## config.mk

```make
export PLATFORM = sky130hd
export DESIGN_NAME = xmem_cycle_gen
export DESIGN_NICKNAME = d
export VERILOG_FILES = /design/src/rtl/xmem_pkg.sv /design/src/rtl/xmem_seq.sv /design/src/rtl/xmem_dpath.sv /design/src/rtl/xmem_cycle_gen.sv
export SDC_FILE = /design/constraint.sdc
export NUM_CORES = 1
export LEC_CHECK = 0
export BUFFER_PORTS_ARGS = -buffer_cell sky130_fd_sc_hd__buf_2
export CAP_MARGIN = 20
export CORE_MARGIN = 3
export CORE_UTILIZATION = 39
export CTS_BUF_LIST = sky130_fd_sc_hd__clkbuf_16
export DETAILED_ROUTE_END_ITERATION = 8
export HOLD_SLACK_MARGIN = 0.05
export PLACE_DENSITY = 0.71
export SYNTH_ARGS = -nofsm -noshare
export SYNTH_HDL_FRONTEND = slang
export SYNTH_HIERARCHICAL = 1
export SYNTH_SLANG_ARGS = --single-unit
```

## constraint.sdc

```tcl
create_clock -name clk -period 3.6 [get_ports clk]
set_clock_uncertainty 0.2 [all_clocks]
set_input_delay 0.54 -clock clk [delete_from_list [all_inputs] [get_ports clk]]
set_output_delay 0.54 -clock clk [all_outputs]
set_load 0.005 [all_outputs]
```

## src/rtl/xmem_pkg.sv

```systemverilog
package xmem_pkg;
  localparam int SW = 3;
  localparam int CW = SW + 2;

  // clocks the address stays valid
  function automatic logic [CW-1:0] win_len(input logic [SW-1:0] s, input logic wr);
    logic [CW-1:0] base;
    base = {{(CW-SW){1'b0}}, s};
    return wr ? base + 2 : base + 1;
  endfunction

  // clocks the write strobe stays high
  function automatic logic [CW-1:0] wstb_len(input logic [SW-1:0] s);
    logic [CW-1:0] base;
    base = {{(CW-SW){1'b0}}, s};
    return (s < 2) ? {{(CW-1){1'b0}}, 1'b1} : base;
  endfunction
endpackage

```

## src/rtl/xmem_seq.sv

```systemverilog
module xmem_seq
  import xmem_pkg::*;
(
  input  logic          clk,
  input  logic          rst_n,
  input  logic [SW-1:0] stretch_sel,
  input  logic          start,
  input  logic          wr_sel,
  output logic          accept,
  output logic          active,
  output logic          wr_mode,
  output logic          last,
  output logic          cap_en,
  output logic          rd_stb,
  output logic          wr_stb,
  output logic          done
);
  logic [SW-1:0] s_q;
  logic [CW-1:0] cnt;
  logic [CW-1:0] len_w;
  logic [CW-1:0] wlen_w;

  assign len_w  = win_len(s_q, wr_mode);
  assign wlen_w = wstb_len(s_q);
  assign accept = start & ~active;
  assign last   = active & (cnt == len_w - 1'b1);
  assign cap_en = last & ~wr_mode;
  assign rd_stb = active & ~wr_mode;
  assign wr_stb = active & wr_mode & (cnt != '0) & (cnt <= wlen_w);

  always_ff @(posedge clk) begin
    if (!rst_n) begin
      active  <= 1'b0;
      wr_mode <= 1'b0;
      s_q     <= '0;
      cnt     <= '0;
      done    <= 1'b0;
    end else begin
      done <= last;
      if (accept) begin
        active  <= 1'b1;
        wr_mode <= wr_sel;
        s_q     <= stretch_sel;
        cnt     <= '0;
      end else if (active) begin
        if (last) active <= 1'b0;
        else      cnt    <= cnt + 1'b1;
      end
    end
  end

  assert_one_strobe_R10: assert property (@(posedge clk) disable iff (!rst_n)
    !(rd_stb && wr_stb));
  assert_strobe_in_window_R10: assert property (@(posedge clk) disable iff (!rst_n)
    (rd_stb || wr_stb) |-> active);
  assert_done_after_window_R8: assert property (@(posedge clk) disable iff (!rst_n)
    $fell(active) |-> done);
  assert_done_single_R8: assert property (@(posedge clk) disable iff (!rst_n)
    done |=> !done);
  assert_stretch_held_R2: assert property (@(posedge clk) disable iff (!rst_n)
    (active && $past(active)) |-> $stable(s_q));
  assert_busy_start_ignored_R9: assert property (@(posedge clk) disable iff (!rst_n)
    (start && active && !last) |=> (active && cnt == $past(cnt) + 1'b1));
  assert_wstb_second_clock_R6: assert property (@(posedge clk) disable iff (!rst_n)
    $rose(wr_stb) |-> (cnt == 1));
endmodule

```

## src/rtl/xmem_dpath.sv

```systemverilog
module xmem_dpath #(
  parameter int AW = 16,
  parameter int DW = 8
) (
  input  logic          clk,
  input  logic          rst_n,
  input  logic          accept,
  input  logic          active,
  input  logic          wr_mode,
  input  logic          cap_en,
  input  logic [AW-1:0] addr_in,
  input  logic [DW-1:0] wdata_in,
  input  logic [DW-1:0] mem_rdata,
  output logic [AW-1:0] mem_addr,
  output logic [DW-1:0] mem_wdata,
  output logic [DW-1:0] rdata_out
);
  logic [AW-1:0] addr_q;
  logic [DW-1:0] wdata_q;

  always_ff @(posedge clk) begin
    if (!rst_n) begin
      addr_q    <= '0;
      wdata_q   <= '0;
      rdata_out <= '0;
    end else begin
      if (accept) begin
        addr_q  <= addr_in;
        wdata_q <= wdata_in;
      end
      if (cap_en) rdata_out <= mem_rdata;
    end
  end

  assign mem_addr  = active ? addr_q : '0;
  assign mem_wdata = (active && wr_mode) ? wdata_q : '0;

  assert_addr_steady_R3: assert property (@(posedge clk) disable iff (!rst_n)
    (active && $past(active)) |-> $stable(mem_addr));
  assert_rdata_only_on_capture_R7: assert property (@(posedge clk) disable iff (!rst_n)
    !$past(cap_en) |-> $stable(rdata_out));
endmodule

```

## src/rtl/xmem_cycle_gen.sv

```systemverilog
module xmem_cycle_gen
  import xmem_pkg::*;
#(
  parameter int AW = 16,
  parameter int DW = 8
) (
  input  logic          clk,
  input  logic          rst_n,
  input  logic [2:0]    stretch_sel,
  input  logic          start,
  input  logic          wr_sel,
  input  logic [AW-1:0] addr_in,
  input  logic [DW-1:0] wdata_in,
  input  logic [DW-1:0] mem_rdata,
  output logic [AW-1:0] mem_addr,
  output logic [DW-1:0] mem_wdata,
  output logic          addr_valid,
  output logic          rd_stb,
  output logic          wr_stb,
  output logic [DW-1:0] rdata_out,
  output logic          done,
  output logic          busy
);
  logic accept_w, active_w, wr_mode_w, last_w, cap_en_w;

  xmem_seq u_seq (
    .clk(clk), .rst_n(rst_n), .stretch_sel(stretch_sel), .start(start),
    .wr_sel(wr_sel), .accept(accept_w), .active(active_w), .wr_mode(wr_mode_w),
    .last(last_w), .cap_en(cap_en_w), .rd_stb(rd_stb), .wr_stb(wr_stb), .done(done)
  );

  xmem_dpath #(.AW(AW), .DW(DW)) u_dpath (
    .clk(clk), .rst_n(rst_n), .accept(accept_w), .active(active_w),
    .wr_mode(wr_mode_w), .cap_en(cap_en_w), .addr_in(addr_in),
    .wdata_in(wdata_in), .mem_rdata(mem_rdata), .mem_addr(mem_addr),
    .mem_wdata(mem_wdata), .rdata_out(rdata_out)
  );

  assign addr_valid = active_w;
  assign busy       = active_w;

  assert_capture_at_end_R7: assert property (@(posedge clk) disable iff (!rst_n)
    cap_en_w |-> (last_w && rd_stb));
endmodule

```

-- After elaboration in Yosys (flattened, before gate mapping)
Index checks and enable logic that the tools add are counted.
- register bits after elaboration: 43
- output and inout port bits: 37
- logic and storage cells: 37
- reductions and logical operators: 4
- add/sub/neg operators: 4
- equality and inequality tests: 1
- mux-type cells: 7
- bitwise gates (word level): 11
- $lt $le $gt $ge: 2
- operators by type and width (operator ; number):
    16-bit two-way mux ; 1
    8-bit two-way mux ; 1
    1-bit bitwise AND ; 7
    5-bit by 1-bit adder with 5-bit output (second input constant) ; 1
    5-bit == test ; 1
    5-bit less-or-equal comparator ; 1
    5-bit two-way mux ; 1
    5-bit nonzero test ; 1
    5-bit by 1-bit subtractor with 5-bit output (second input constant) ; 1
    3-bit by 1-bit adder with 4-bit output (second input constant) ; 1
    3-bit by 2-bit adder with 4-bit output (second input constant) ; 1
    1-bit inverter ; 4
    3-bit by 2-bit less-than comparator with 1-bit output (second input constant) ; 1
    1-bit two-way mux ; 3
    3-bit two-way mux ; 1
    2-bit AND reduction ; 1
    2-bit OR reduction ; 1
    1-bit logical AND ; 1

-- Depth between registers and ports, before layout
Gate-level depths: netlist of run 1.
- depth in word-level cells: 8
- mapped depth: 12
- depth with buffers taken out: 11

-- Cells and area by module
Netlist of run 1, hierarchy kept.
- modules (own cells, without submodules) (module ; sequential area each (um2) ; instances ; cells an instance ; area an instance (um2)):
    xmem_dpath ; 640.6 ; 1 ; 129 ; 1388.8
    xmem_seq ; 220.2 ; 1 ; 98 ; 864.6
    xmem_cycle_gen ; 0.0 ; 1 ; 1 ; 7.5

-- Worst setup path after synthesis of run 1
Ideal clock, no wire load.
- kind: register to register
- from: register u_seq.s_q[0]
- to: register u_dpath.rdata_out[0]
- buffers on the path: 1
- setup slack: 0.748 ns
- arrival: 2.536 ns
- data required time: 3.284 ns
- cell stages (with the launch flop): 12
- cell sequence: dfxtp_1 > ha_1 > and2b_4 > a21oi_1 > ha_1 > xnor2_1 > or4_4 > nor3b_4 > nor2b_1 > buf_4 > mux2i_1 > nor2b_1
- longest elaborated chain between the ends: 6
- elaborated cells between the ends (all ways): 7
- classes of those cells: add/sub (3); eq/ne (1); mux (1); bitwise (2)
- ends and longest elaborated chain (what ; line ; RTL):
    from (decl) ; xmem_seq.sv:18 ; logic [SW-1:0] s_q;
    from (signal assigned) ; xmem_seq.sv:43 ; s_q <= stretch_sel;
    3-bit by 1-bit adder with 4-bit output or 3-bit by 2-bit adder with 4-bit output (tied branches) ; xmem_pkg.sv:9 ; return wr ? base + 2 : base + 1;
    5-bit two-way mux (*) ; xmem_pkg.sv:9 ;
    5-bit by 1-bit subtractor with 5-bit output (*) ; xmem_seq.sv:26 ; assign last = active & (cnt == len_w - 1'b1);
    5-bit == test (*) ; xmem_seq.sv:26 ;
    1-bit bitwise AND (*) ; xmem_seq.sv:26 ;
    named net last_w ; xmem_cycle_gen.sv:24 ; logic accept_w, active_w, wr_mode_w, last_w, cap_en_w;
    1-bit bitwise AND (*) ; xmem_seq.sv:27 ; assign cap_en = last & ~wr_mode;
    named net cap_en_w ; xmem_cycle_gen.sv:24 ;
    to (signal assigned) ; xmem_dpath.sv:31 ; if (cap_en) rdata_out <= mem_rdata;
    to (decl) ; xmem_dpath.sv:16 ; output logic [DW-1:0] rdata_out
Mark *: on every way through the listed nets, which the timed path passes. The rest lies on a longest branch.
A chain may end at the register's enable or synchronous reset.

-- Worst setup path after layout of run 1
- from: register u_seq.s_q[0]
- to: register u_dpath.rdata_out[6]
Same word-level chain as after synthesis.

==> flow_summary.html, run 1 <==
<table>
<tr><th>Metric</th><th>Value</th></tr>
<tr><th colspan="2">Status</th></tr>
<tr><td>Status</td><td>finished, final reports clean</td></tr>
<tr><th colspan="2">Synth</th></tr>
<tr><td>Top cell type's share of synthesized area</td><td>38.1%</td></tr>
<tr><td>Instance count of the mapped netlist</td><td>228</td></tr>
<tr><td>Ranking of synthesized cells by instance count</td><td>sky130_fd_sc_hd__dfxtp_1, sky130_fd_sc_hd__mux2i_1, sky130_fd_sc_hd__nor2b_1</td></tr>
<tr><td>Net count after synthesis</td><td>roughly 280</td></tr>
<tr><td>Synthesized area</td><td>0.00226 sq mm</td></tr>
<tr><td>Flip-flop and latch count after synthesis</td><td>43</td></tr>
<tr><td>Post-synth top area cell</td><td>sky130_fd_sc_hd__dfxtp_1</td></tr>
<tr><td>Cell variety after synth</td><td>35</td></tr>
<tr><td>Sequential area share after synthesis</td><td>38.1%</td></tr>
<tr><td>Number of enable-type register cells in the synthesized netlist</td><td>0</td></tr>
<tr><td>Dominant cell by count in the synthesized netlist</td><td>sky130_fd_sc_hd__dfxtp_1</td></tr>
<tr><td>Largest cells by area after synthesis</td><td>sky130_fd_sc_hd__dfxtp_1, sky130_fd_sc_hd__mux2i_1, sky130_fd_sc_hd__nor2b_1</td></tr>
<tr><td>Synth async-reset ratio</td><td>0%</td></tr>
<tr><td>Leading register cell type out of synthesis</td><td>sky130_fd_sc_hd__dfxtp_1</td></tr>
<tr><td>YS warnings</td><td>6</td></tr>
<tr><td>Average size of a mapped cell</td><td>9.92 sq um</td></tr>
<tr><th colspan="2">Flow run</th></tr>
<tr><td>Maxcap violations</td><td>0</td></tr>
<tr><th colspan="2">Setup path</th></tr>
<tr><td>Worst path top cell family by delay</td><td>simple AND/OR/NAND/NOR gates</td></tr>
<tr><td>Peak fanout along the critical path</td><td>8</td></tr>
<tr><td>Worst Setup Start Kind</td><td>flop</td></tr>
<tr><td>Nature of the critical path endpoint</td><td>flop</td></tr>
<tr><td>Origin of the critical flop-to-flop path</td><td>u_seq/s_q[0]$_SDFFE_PN0P_</td></tr>
<tr><td>Buffers plus inverters on the worst setup path</td><td>1</td></tr>
<tr><td>CP startpoint</td><td>u_seq/s_q[0]$_SDFFE_PN0P_</td></tr>
<tr><td>Data arrival time at the worst-slack endpoint</td><td>3.10 ns</td></tr>
<tr><td>Worst-path cell chain</td><td>ha_1, and2b_4, a21oi_1, ha_1, o221ai_2, xnor2_1, or4_4, nor3b_4, nor2b_1, buf_4, mux2i_1, nor2b_1</td></tr>
<tr><td>Worst reg2reg setup slack</td><td>0.47 ns</td></tr>
<tr><td>Logic depth of the worst register-to-register path</td><td>12</td></tr>
<tr><td>Worst reg2reg path endpoint</td><td>u_dpath/rdata_out[6]$_SDFFE_PN0P_</td></tr>
<tr><td>Kind of critical path</td><td>reg -&gt; reg</td></tr>
<tr><td>Required time at the endpoint of the critical path</td><td>3.57 ns</td></tr>
<tr><td>Cell type of the slowest stage on the worst timing path</td><td>sky130_fd_sc_hd__or4_4</td></tr>
<tr><td>Largest incremental delay on the critical path</td><td>0.47 ns</td></tr>
<tr><th colspan="2">Drt</th></tr>
<tr><td>Vias/cell</td><td>about 4.7</td></tr>
<tr><td>First-pass iteration count of the detailed router</td><td>4</td></tr>
<tr><td>Antenna Violating Nets Remaining</td><td>0</td></tr>
<tr><td>DR iter-0 viols</td><td>109</td></tr>
<tr><td>Vias</td><td>1735</td></tr>
<tr><td>Final routed DRC violation total</td><td>0</td></tr>
<tr><td>Routed WL</td><td>around 4.7 mm</td></tr>
<tr><td>Mean routed wirelength per cell</td><td>12.7 um</td></tr>
<tr><th colspan="2">STA</th></tr>
<tr><td>Final Hold Violating Endpoints</td><td>0</td></tr>
<tr><td>Setup total negative slack</td><td>0 ns</td></tr>
<tr><td>Final period utilization</td><td>between 80% and 90%</td></tr>
<tr><td>Unrepaired setup endpoints after global routing</td><td>false</td></tr>
<tr><td>FMAX</td><td>320 MHz</td></tr>
<tr><td>Worst Max-Slew Pin Slew</td><td>0.628 ns</td></tr>
<tr><td>Minimum clock period after layout</td><td>3.13 ns</td></tr>
<tr><td>Total setup violations reported at the end of the flow</td><td>0</td></tr>
<tr><td>Worst slew margin relative to its limit</td><td>approximately three fifths</td></tr>
<tr><td>Count of final max-slew check failures</td><td>0</td></tr>
<tr><th colspan="2">Placement</th></tr>
<tr><td>Port Buf Inserts</td><td>75</td></tr>
<tr><td>Last weighted congestion value of the routability-driven placer</td><td>roughly 0.84</td></tr>
<tr><td>Total half-perimeter wirelength after legalization and detailed placement</td><td>3.43 mm</td></tr>
<tr><th colspan="2">Worst hold path</th></tr>
<tr><td>Worst min-delay path category</td><td>reg -&gt; reg</td></tr>
<tr><td>Hold endpoint</td><td>u_dpath/wdata_q[6]$_SDFFE_PN0P_</td></tr>
<tr><td>Hold Path Stages</td><td>2</td></tr>
<tr><td>Hold_sp</td><td>u_dpath/wdata_q[6]$_SDFFE_PN0P_</td></tr>
<tr><th colspan="2">GRT</th></tr>
<tr><td>Met3 routing resource usage after global routing</td><td>5.97%</td></tr>
<tr><td>GRT Overall Usage</td><td>about 16%</td></tr>
<tr><td>GRT overflow</td><td>0</td></tr>
<tr><td>Maximum number of pins on one net before global-route repair</td><td>40</td></tr>
<tr><td>M2 GR Usage</td><td>24.6%</td></tr>
<tr><td>Wire length of the first global-routing pass</td><td>8.02 mm</td></tr>
<tr><td>Met1 demand-to-capacity share in global routing</td><td>19.6%</td></tr>
<tr><td>Global route hottest layer</td><td>met2</td></tr>
<tr><td>Via count of the first global-routing pass</td><td>1748</td></tr>
<tr><td>Number of antenna violations at the first check in global routing</td><td>0</td></tr>
<tr><th colspan="2">Floorplanning</th></tr>
<tr><td>Die W</td><td>about 82 um</td></tr>
<tr><td>Initial Util</td><td>40.6%</td></tr>
<tr><td>Die outline area</td><td>0.00675 sq mm</td></tr>
<tr><td>Boundary pin count</td><td>76</td></tr>
<tr><td>Placement Rows</td><td>27</td></tr>
<tr><td>Area of the core</td><td>roughly 0.0056 sq mm</td></tr>
<tr><td>Die Y-Extent</td><td>between 80 and 90 um</td></tr>
<tr><th colspan="2">Clocking</th></tr>
<tr><td>Number of buffers on the longest clock path</td><td>2</td></tr>
<tr><td>H-tree lvl count</td><td>2</td></tr>
<tr><td># Post-CTS Setup Buffers</td><td>0</td></tr>
<tr><td>CTS root buf</td><td>sky130_fd_sc_hd__clkbuf_16</td></tr>
<tr><td>Worst-skew pair later-pin latency</td><td>0.28 ns</td></tr>
<tr><td>Hold bufs inserted after CTS</td><td>0</td></tr>
<tr><td>Clock transition at the registers of the reported paths</td><td>0.06 ns</td></tr>
<tr><td>Number of buffers inserted during clock tree synthesis</td><td>5</td></tr>
<tr><td>Resized Gates After CTS</td><td>0</td></tr>
<tr><td>Sink count of the clock tree</td><td>43</td></tr>
<tr><td>Clock tree from TritonCTS</td><td>done</td></tr>
<tr><th colspan="2">Final layout</th></tr>
<tr><td>Utilization after layout</td><td>50.6%</td></tr>
<tr><td>Antenna diodes</td><td>0</td></tr>
<tr><td># nets final</td><td>between 300 and 400</td></tr>
<tr><td>Fill count</td><td>515</td></tr>
<tr><td>Fraction of layout instances using a drive strength above 1</td><td>32.6%</td></tr>
<tr><td>Layout overhead on the synthesized area</td><td>24.8%</td></tr>
<tr><th colspan="2">Power and ir drop</th></tr>
<tr><td>Leakage power total</td><td>0.00136 uW</td></tr>
<tr><td>Power per unit of standard cell area</td><td>453 mW/mm^2</td></tr>
<tr><td>Worst IR Drop VDD</td><td>around 0.22 mV</td></tr>
</table>
==> worst min-delay path, stage by stage, from the launching register on <==
cell and delay (ns):
sky130_fd_sc_hd__dfxtp_1 0.32, sky130_fd_sc_hd__mux2i_1 0.06, sky130_fd_sc_hd__nor2b_1 0.09
==> cell families after synthesis <==
| family | count (synthesis) | share of synthesized area, % |
|---|---|---|
| flops | 43 | 38.1 |
| simple gates | 91 | 24.5 |
| xor+xnor | 7 | 2.71 |
| fa+ha+maj | 9 | 4.98 |
| compound gates | 17 | 6.09 |
| mux | 40 | 17.7 |
| buf+inv | 21 | 5.92 |
==> sequential cells by signal (all words and copies together) (netlist names) <==
signal	flops
u_seq/done	1
u_dpath/addr_q	16
u_seq/active	1
u_seq/s_q	3
u_dpath/rdata_out	8
u_seq/wr_mode	1
u_dpath/wdata_q	8
u_seq/cnt	5
==> per-stage QoR <==
stage | total power, uW | setup WS, ns | hold WS (ns) | instances | area (sq um)
2_1_floorplan | 725 | 0.748 | 0.271 | 228 | 2260
3_3_place_gp | 783 | 0.597 | 0.288 | 366 | 2660
3_5_place_dp | 788 | 0.520 | 0.294 | 366 | 2660
4_1_cts | 1300 | 0.482 | 0.312 | 373 | 2820
5_1_grt | 1350 | 0.185 | 0.336 | 373 | 2820
6_report | 1280 | 0.472 | 0.306 | 373 | 2820
==> worst max-delay path by stage <==
stage | end | depth (start not counted)
after floorplan | u_dpath/rdata_out[0]$_SDFFE_PN0P_ | 11
after global placement | u_dpath/rdata_out[2]$_SDFFE_PN0P_ | 11
after detailed placement | u_dpath/rdata_out[6]$_SDFFE_PN0P_ | 12
after CTS | u_dpath/rdata_out[6]$_SDFFE_PN0P_ | 12
after global routing | u_dpath/rdata_out[4]$_SDFFE_PN0P_ | 12
final | u_dpath/rdata_out[6]$_SDFFE_PN0P_ | 12
==> routing by layer <==
layer / share of wire [%] / routed length (um)
met5: 0 / 0
met4: 1.1 / 51
met3: 8.3 / 391
met2: 45 / 2130
met1: 46 / 2160
==> layout by cell type, fill, tap and decap left out, types with 2 or more instances in the layout <==
cell type and instances:
sky130_fd_sc_hd__inv_1 7, sky130_fd_sc_hd__and2_1 18, sky130_fd_sc_hd__mux2i_1 40, sky130_fd_sc_hd__nand2b_1 4, sky130_fd_sc_hd__nand2_1 7, sky130_fd_sc_hd__and3_1 9
sky130_fd_sc_hd__dfxtp_1 43, sky130_fd_sc_hd__o2111ai_1 2, sky130_fd_sc_hd__ha_1 9, sky130_fd_sc_hd__nor2b_1 38, sky130_fd_sc_hd__o21ai_1 2, sky130_fd_sc_hd__xnor2_1 5
sky130_fd_sc_hd__xor2_1 2, sky130_fd_sc_hd__a21oi_1 5, sky130_fd_sc_hd__clkbuf_16 5, sky130_fd_sc_hd__buf_2 75, sky130_fd_sc_hd__nor2_1 8, sky130_fd_sc_hd__buf_4 4
==> cell type report <==
class / count / area, sq um / share of cell area, %
Clock buffer: 5 / 125 / 4.43
Clock inverter: 2 / 37.5 / 1.33
Inverter: 8 / 30.0 / 1.06
Multi-Input combinational cell: 164 / 1270 / 45.1
Sequential cell: 43 / 861 / 30.5
Tap cell: 72 / 90.1 / 3.19
Timing Repair Buffer: 79 / 405 / 14.4
==> report_power, final <==
part	internal (uW)	switching [uW]
clock	323	180
sequential	508	20.6
combinational	124	123
Note: power is estimated with default switching activity, not from simulation.
==> run 2, diff against run 1 <==
--- a/config.mk
+++ b/config.mk
@@ -5,8 +5,10 @@
 export SDC_FILE = /design/constraint.sdc
 export NUM_CORES = 1
 export LEC_CHECK = 0
+export ABC_AREA = 1
 export BUFFER_PORTS_ARGS = -buffer_cell sky130_fd_sc_hd__buf_2
 export CAP_MARGIN = 20
+export CORE_ASPECT_RATIO = 0.75
 export CORE_MARGIN = 3
 export CORE_UTILIZATION = 39
 export CTS_BUF_LIST = sky130_fd_sc_hd__clkbuf_16
==> flow_summary.html, run 2 <==
<table>
<tr><th>Metric</th><th>Value</th></tr>
<tr><th colspan="2">Status</th></tr>
<tr><td>Status</td><td>finished, final reports clean</td></tr>
<tr><th colspan="2">GRT</th></tr>
<tr><td>Wire length of the first global-routing pass</td><td>about 8.8 mm</td></tr>
<tr><td>GRT overflow</td><td>0</td></tr>
<tr><td>Number of antenna violations at the first check in global routing</td><td>0</td></tr>
<tr><td>GRT Overall Usage</td><td>16.0%</td></tr>
<tr><td>Via count of the first global-routing pass</td><td>around 2100</td></tr>
<tr><td>Maximum number of pins on one net before global-route repair</td><td>50</td></tr>
<tr><th colspan="2">STA</th></tr>
<tr><td>FMAX</td><td>367 MHz</td></tr>
<tr><td>Worst Max-Slew Pin Slew</td><td>0.661 ns</td></tr>
<tr><td>Worst slew margin relative to its limit</td><td>a little under three fifths</td></tr>
<tr><td>Total setup violations reported at the end of the flow</td><td>0</td></tr>
<tr><td>Final Hold Violating Endpoints</td><td>0</td></tr>
<tr><td>Setup total negative slack</td><td>0 ns</td></tr>
<tr><td>Unrepaired setup endpoints after global routing</td><td>false</td></tr>
<tr><td>Smallest setup slack after layout</td><td>0.872 ns</td></tr>
<tr><td>Count of final max-slew check failures</td><td>0</td></tr>
<tr><td>Minimum clock period after layout</td><td>roughly 2.7 ns</td></tr>
<tr><td>Final period utilization</td><td>75.8%</td></tr>
<tr><th colspan="2">Drt</th></tr>
<tr><td>DR iter-0 viols</td><td>76</td></tr>
<tr><td>Highest layer used for signal routing</td><td>met4</td></tr>
<tr><td>Detail Route met2 WL</td><td>2.37 mm</td></tr>
<tr><td>First-pass iteration count of the detailed router</td><td>4</td></tr>
<tr><td>Routed WL</td><td>5.28 mm</td></tr>
<tr><td>Vias</td><td>between 2000 and 2500</td></tr>
<tr><td>Met1 routed wirelength after detailed routing</td><td>2.50 mm</td></tr>
<tr><td>Met3 wire length</td><td>338 um</td></tr>
<tr><td>Vias/cell</td><td>4.31</td></tr>
<tr><td>Mean routed wirelength per cell</td><td>approximately 10 um</td></tr>
<tr><td>Antenna Violating Nets Remaining</td><td>0</td></tr>
<tr><td>Final routed DRC violation total</td><td>0</td></tr>
<tr><th colspan="2">Clocking</th></tr>
<tr><td>Sink count of the clock tree</td><td>43</td></tr>
<tr><td>Hold bufs inserted after CTS</td><td>0</td></tr>
<tr><td>H-tree lvl count</td><td>2</td></tr>
<tr><td>Number of buffers on the longest clock path</td><td>2</td></tr>
<tr><td>Worst-skew pair later-pin latency</td><td>0.28 ns</td></tr>
<tr><td>Clock tree from TritonCTS</td><td>done</td></tr>
<tr><td># Post-CTS Setup Buffers</td><td>0</td></tr>
<tr><td>Number of buffers inserted during clock tree synthesis</td><td>5</td></tr>
<tr><td>Resized Gates After CTS</td><td>0</td></tr>
<tr><td>Clock transition at the registers of the reported paths</td><td>0.06 ns</td></tr>
<tr><td>CTS root buf</td><td>sky130_fd_sc_hd__clkbuf_16</td></tr>
<tr><th colspan="2">Setup path</th></tr>
<tr><td>Peak fanout along the critical path</td><td>5</td></tr>
<tr><td>Nature of the critical path endpoint</td><td>output port</td></tr>
<tr><td>Worst Setup Start Kind</td><td>flop</td></tr>
<tr><td>Data arrival time at the worst-slack endpoint</td><td>between 1.5 and 2 ns</td></tr>
<tr><td>Worst reg2reg setup slack</td><td>1.00 ns</td></tr>
<tr><td>Required time at the endpoint of the critical path</td><td>approximately 2.9 ns</td></tr>
<tr><td>Kind of critical path</td><td>reg -&gt; out</td></tr>
<tr><th colspan="2">Final layout</th></tr>
<tr><td>Final instance area</td><td>0.00297 sq mm</td></tr>
<tr><td>Layout overhead on the synthesized area</td><td>24.9%</td></tr>
<tr><td>Fraction of layout instances using a drive strength above 1</td><td>21.8%</td></tr>
<tr><td>Largest registers</td><td>u_dpath/addr_q (16), u_dpath/rdata_out (8), u_dpath/wdata_q (8)</td></tr>
<tr><td># nets final</td><td>around 500</td></tr>
<tr><td>Antenna diodes</td><td>0</td></tr>
<tr><td>Fill count</td><td>569</td></tr>
<tr><td>Most frequent cells in the layout</td><td>sky130_fd_sc_hd__nand2_1, sky130_fd_sc_hd__inv_1, sky130_fd_sc_hd__nor2_1</td></tr>
<tr><td>Most common cell after layout, fill and taps aside</td><td>sky130_fd_sc_hd__nand2_1</td></tr>
<tr><td>Number of flip-flops in the largest register</td><td>16</td></tr>
<tr><td>Register bank with the most flops</td><td>u_dpath/addr_q</td></tr>
<tr><td>Final non-filler cell total</td><td>around 530</td></tr>
<tr><th colspan="2">Floorplanning</th></tr>
<tr><td>Boundary pin count</td><td>76</td></tr>
<tr><td>Area of the core</td><td>0.00561 sq mm</td></tr>
<tr><td>Die W</td><td>96.2 um</td></tr>
<tr><td>Initial Util</td><td>42.4%</td></tr>
<tr><td>Die outline area</td><td>0.00708 sq mm</td></tr>
<tr><td>Die Y-Extent</td><td>73.6 um</td></tr>
<tr><td>Placement Rows</td><td>23</td></tr>
<tr><th colspan="2">Placement</th></tr>
<tr><td>Last weighted congestion value of the routability-driven placer</td><td>0.927</td></tr>
<tr><td>Count of placed standard cells including taps</td><td>521</td></tr>
<tr><td>Total half-perimeter wirelength after legalization and detailed placement</td><td>3.92 mm</td></tr>
<tr><td>Placed standard-cell area</td><td>0.00278 sq mm</td></tr>
<tr><td>Setup slack at placement</td><td>1.02 ns</td></tr>
<tr><td>Port Buf Inserts</td><td>75</td></tr>
<tr><th colspan="2">Flow run</th></tr>
<tr><td>Maxcap violations</td><td>0</td></tr>
<tr><th colspan="2">Power and ir drop</th></tr>
<tr><td>Total power draw</td><td>around 1400 uW</td></tr>
<tr><td>Worst IR Drop VDD</td><td>0.246 mV</td></tr>
<tr><td>Power per unit of standard cell area</td><td>around 470 mW/mm^2</td></tr>
<tr><td>Leakage power total</td><td>0.00176 uW</td></tr>
<tr><th colspan="2">Synth</th></tr>
<tr><td>Average size of a mapped cell</td><td>between 6 and 7 sq um</td></tr>
<tr><td>Instance count of the mapped netlist</td><td>382</td></tr>
<tr><td>YS warnings</td><td>6</td></tr>
<tr><td>Synthesized area</td><td>around 0.0024 sq mm</td></tr>
<tr><td>Net count after synthesis</td><td>430</td></tr>
<tr><th colspan="2">Worst hold path</th></tr>
<tr><td>Worst min-delay path category</td><td>reg -&gt; reg</td></tr>
</table>
==> run 2: worst max-delay path: stages (launching register included) <==
cell                       delay [ns]
sky130_fd_sc_hd__dfxtp_1         0.37
sky130_fd_sc_hd__inv_1           0.12
sky130_fd_sc_hd__ha_1            0.19
sky130_fd_sc_hd__inv_1           0.07
sky130_fd_sc_hd__nand2_1         0.06
sky130_fd_sc_hd__ha_1            0.29
sky130_fd_sc_hd__a21oi_1         0.15
sky130_fd_sc_hd__o21bai_1        0.08
sky130_fd_sc_hd__a221oi_1        0.23
sky130_fd_sc_hd__buf_2           0.16
==> run 2: area by class of cell <==
class,instances,area (sq um),area share [%]
timing repair buffer,78,398,13.4
tap,75,93.8,3.16
clock buffer,5,125,4.21
multi-input combinational,247,1130,38.1
sequential,43,861,29.0
clock inverter,3,67.6,2.27
inverter,78,293,9.86
==> run 2: power breakdown <==
group / switching [uW] / total, uW / internal, uW
clock: 179 / 576 / 397
combinational: 166 / 278 / 113
sequential: 28.9 / 545 / 517
total: 374 / 1400 / 1030
==> run 2: final timing paths <==
kind / from / end / depth (start not counted)
worst max-delay path: u_seq/s_q[2]$_SDFFE_PN0P_ / wr_stb / 9
worst min-delay path: u_dpath/wdata_q[2]$_SDFFE_PN0P_ / u_dpath/wdata_q[2]$_SDFFE_PN0P_ / 2
worst max register to register: u_seq/wr_mode$_SDFFE_PN0P_ / u_dpath/rdata_out[4]$_SDFFE_PN0P_ / 19
worst min register to register: u_dpath/wdata_q[2]$_SDFFE_PN0P_ / u_dpath/wdata_q[2]$_SDFFE_PN0P_ / 2
==> run 2: routing by layer <==
metal | global-route usage [%] | vias up
li1 | - | 1249
met4 | 5.68 | 0
met2 | 25.9 | 50
met3 | 4.30 | 8
met1 | 20.4 | 973
met5 | 0 | -
==> run 2: per-stage QoR <==
step                utilization (%)  hold slack, ns
floorplan                         -           0.249
global placement               49.5           0.255
detailed placement             49.5           0.264
CTS                            52.9           0.272
global route                   52.9           0.289
finish                         52.9           0.270
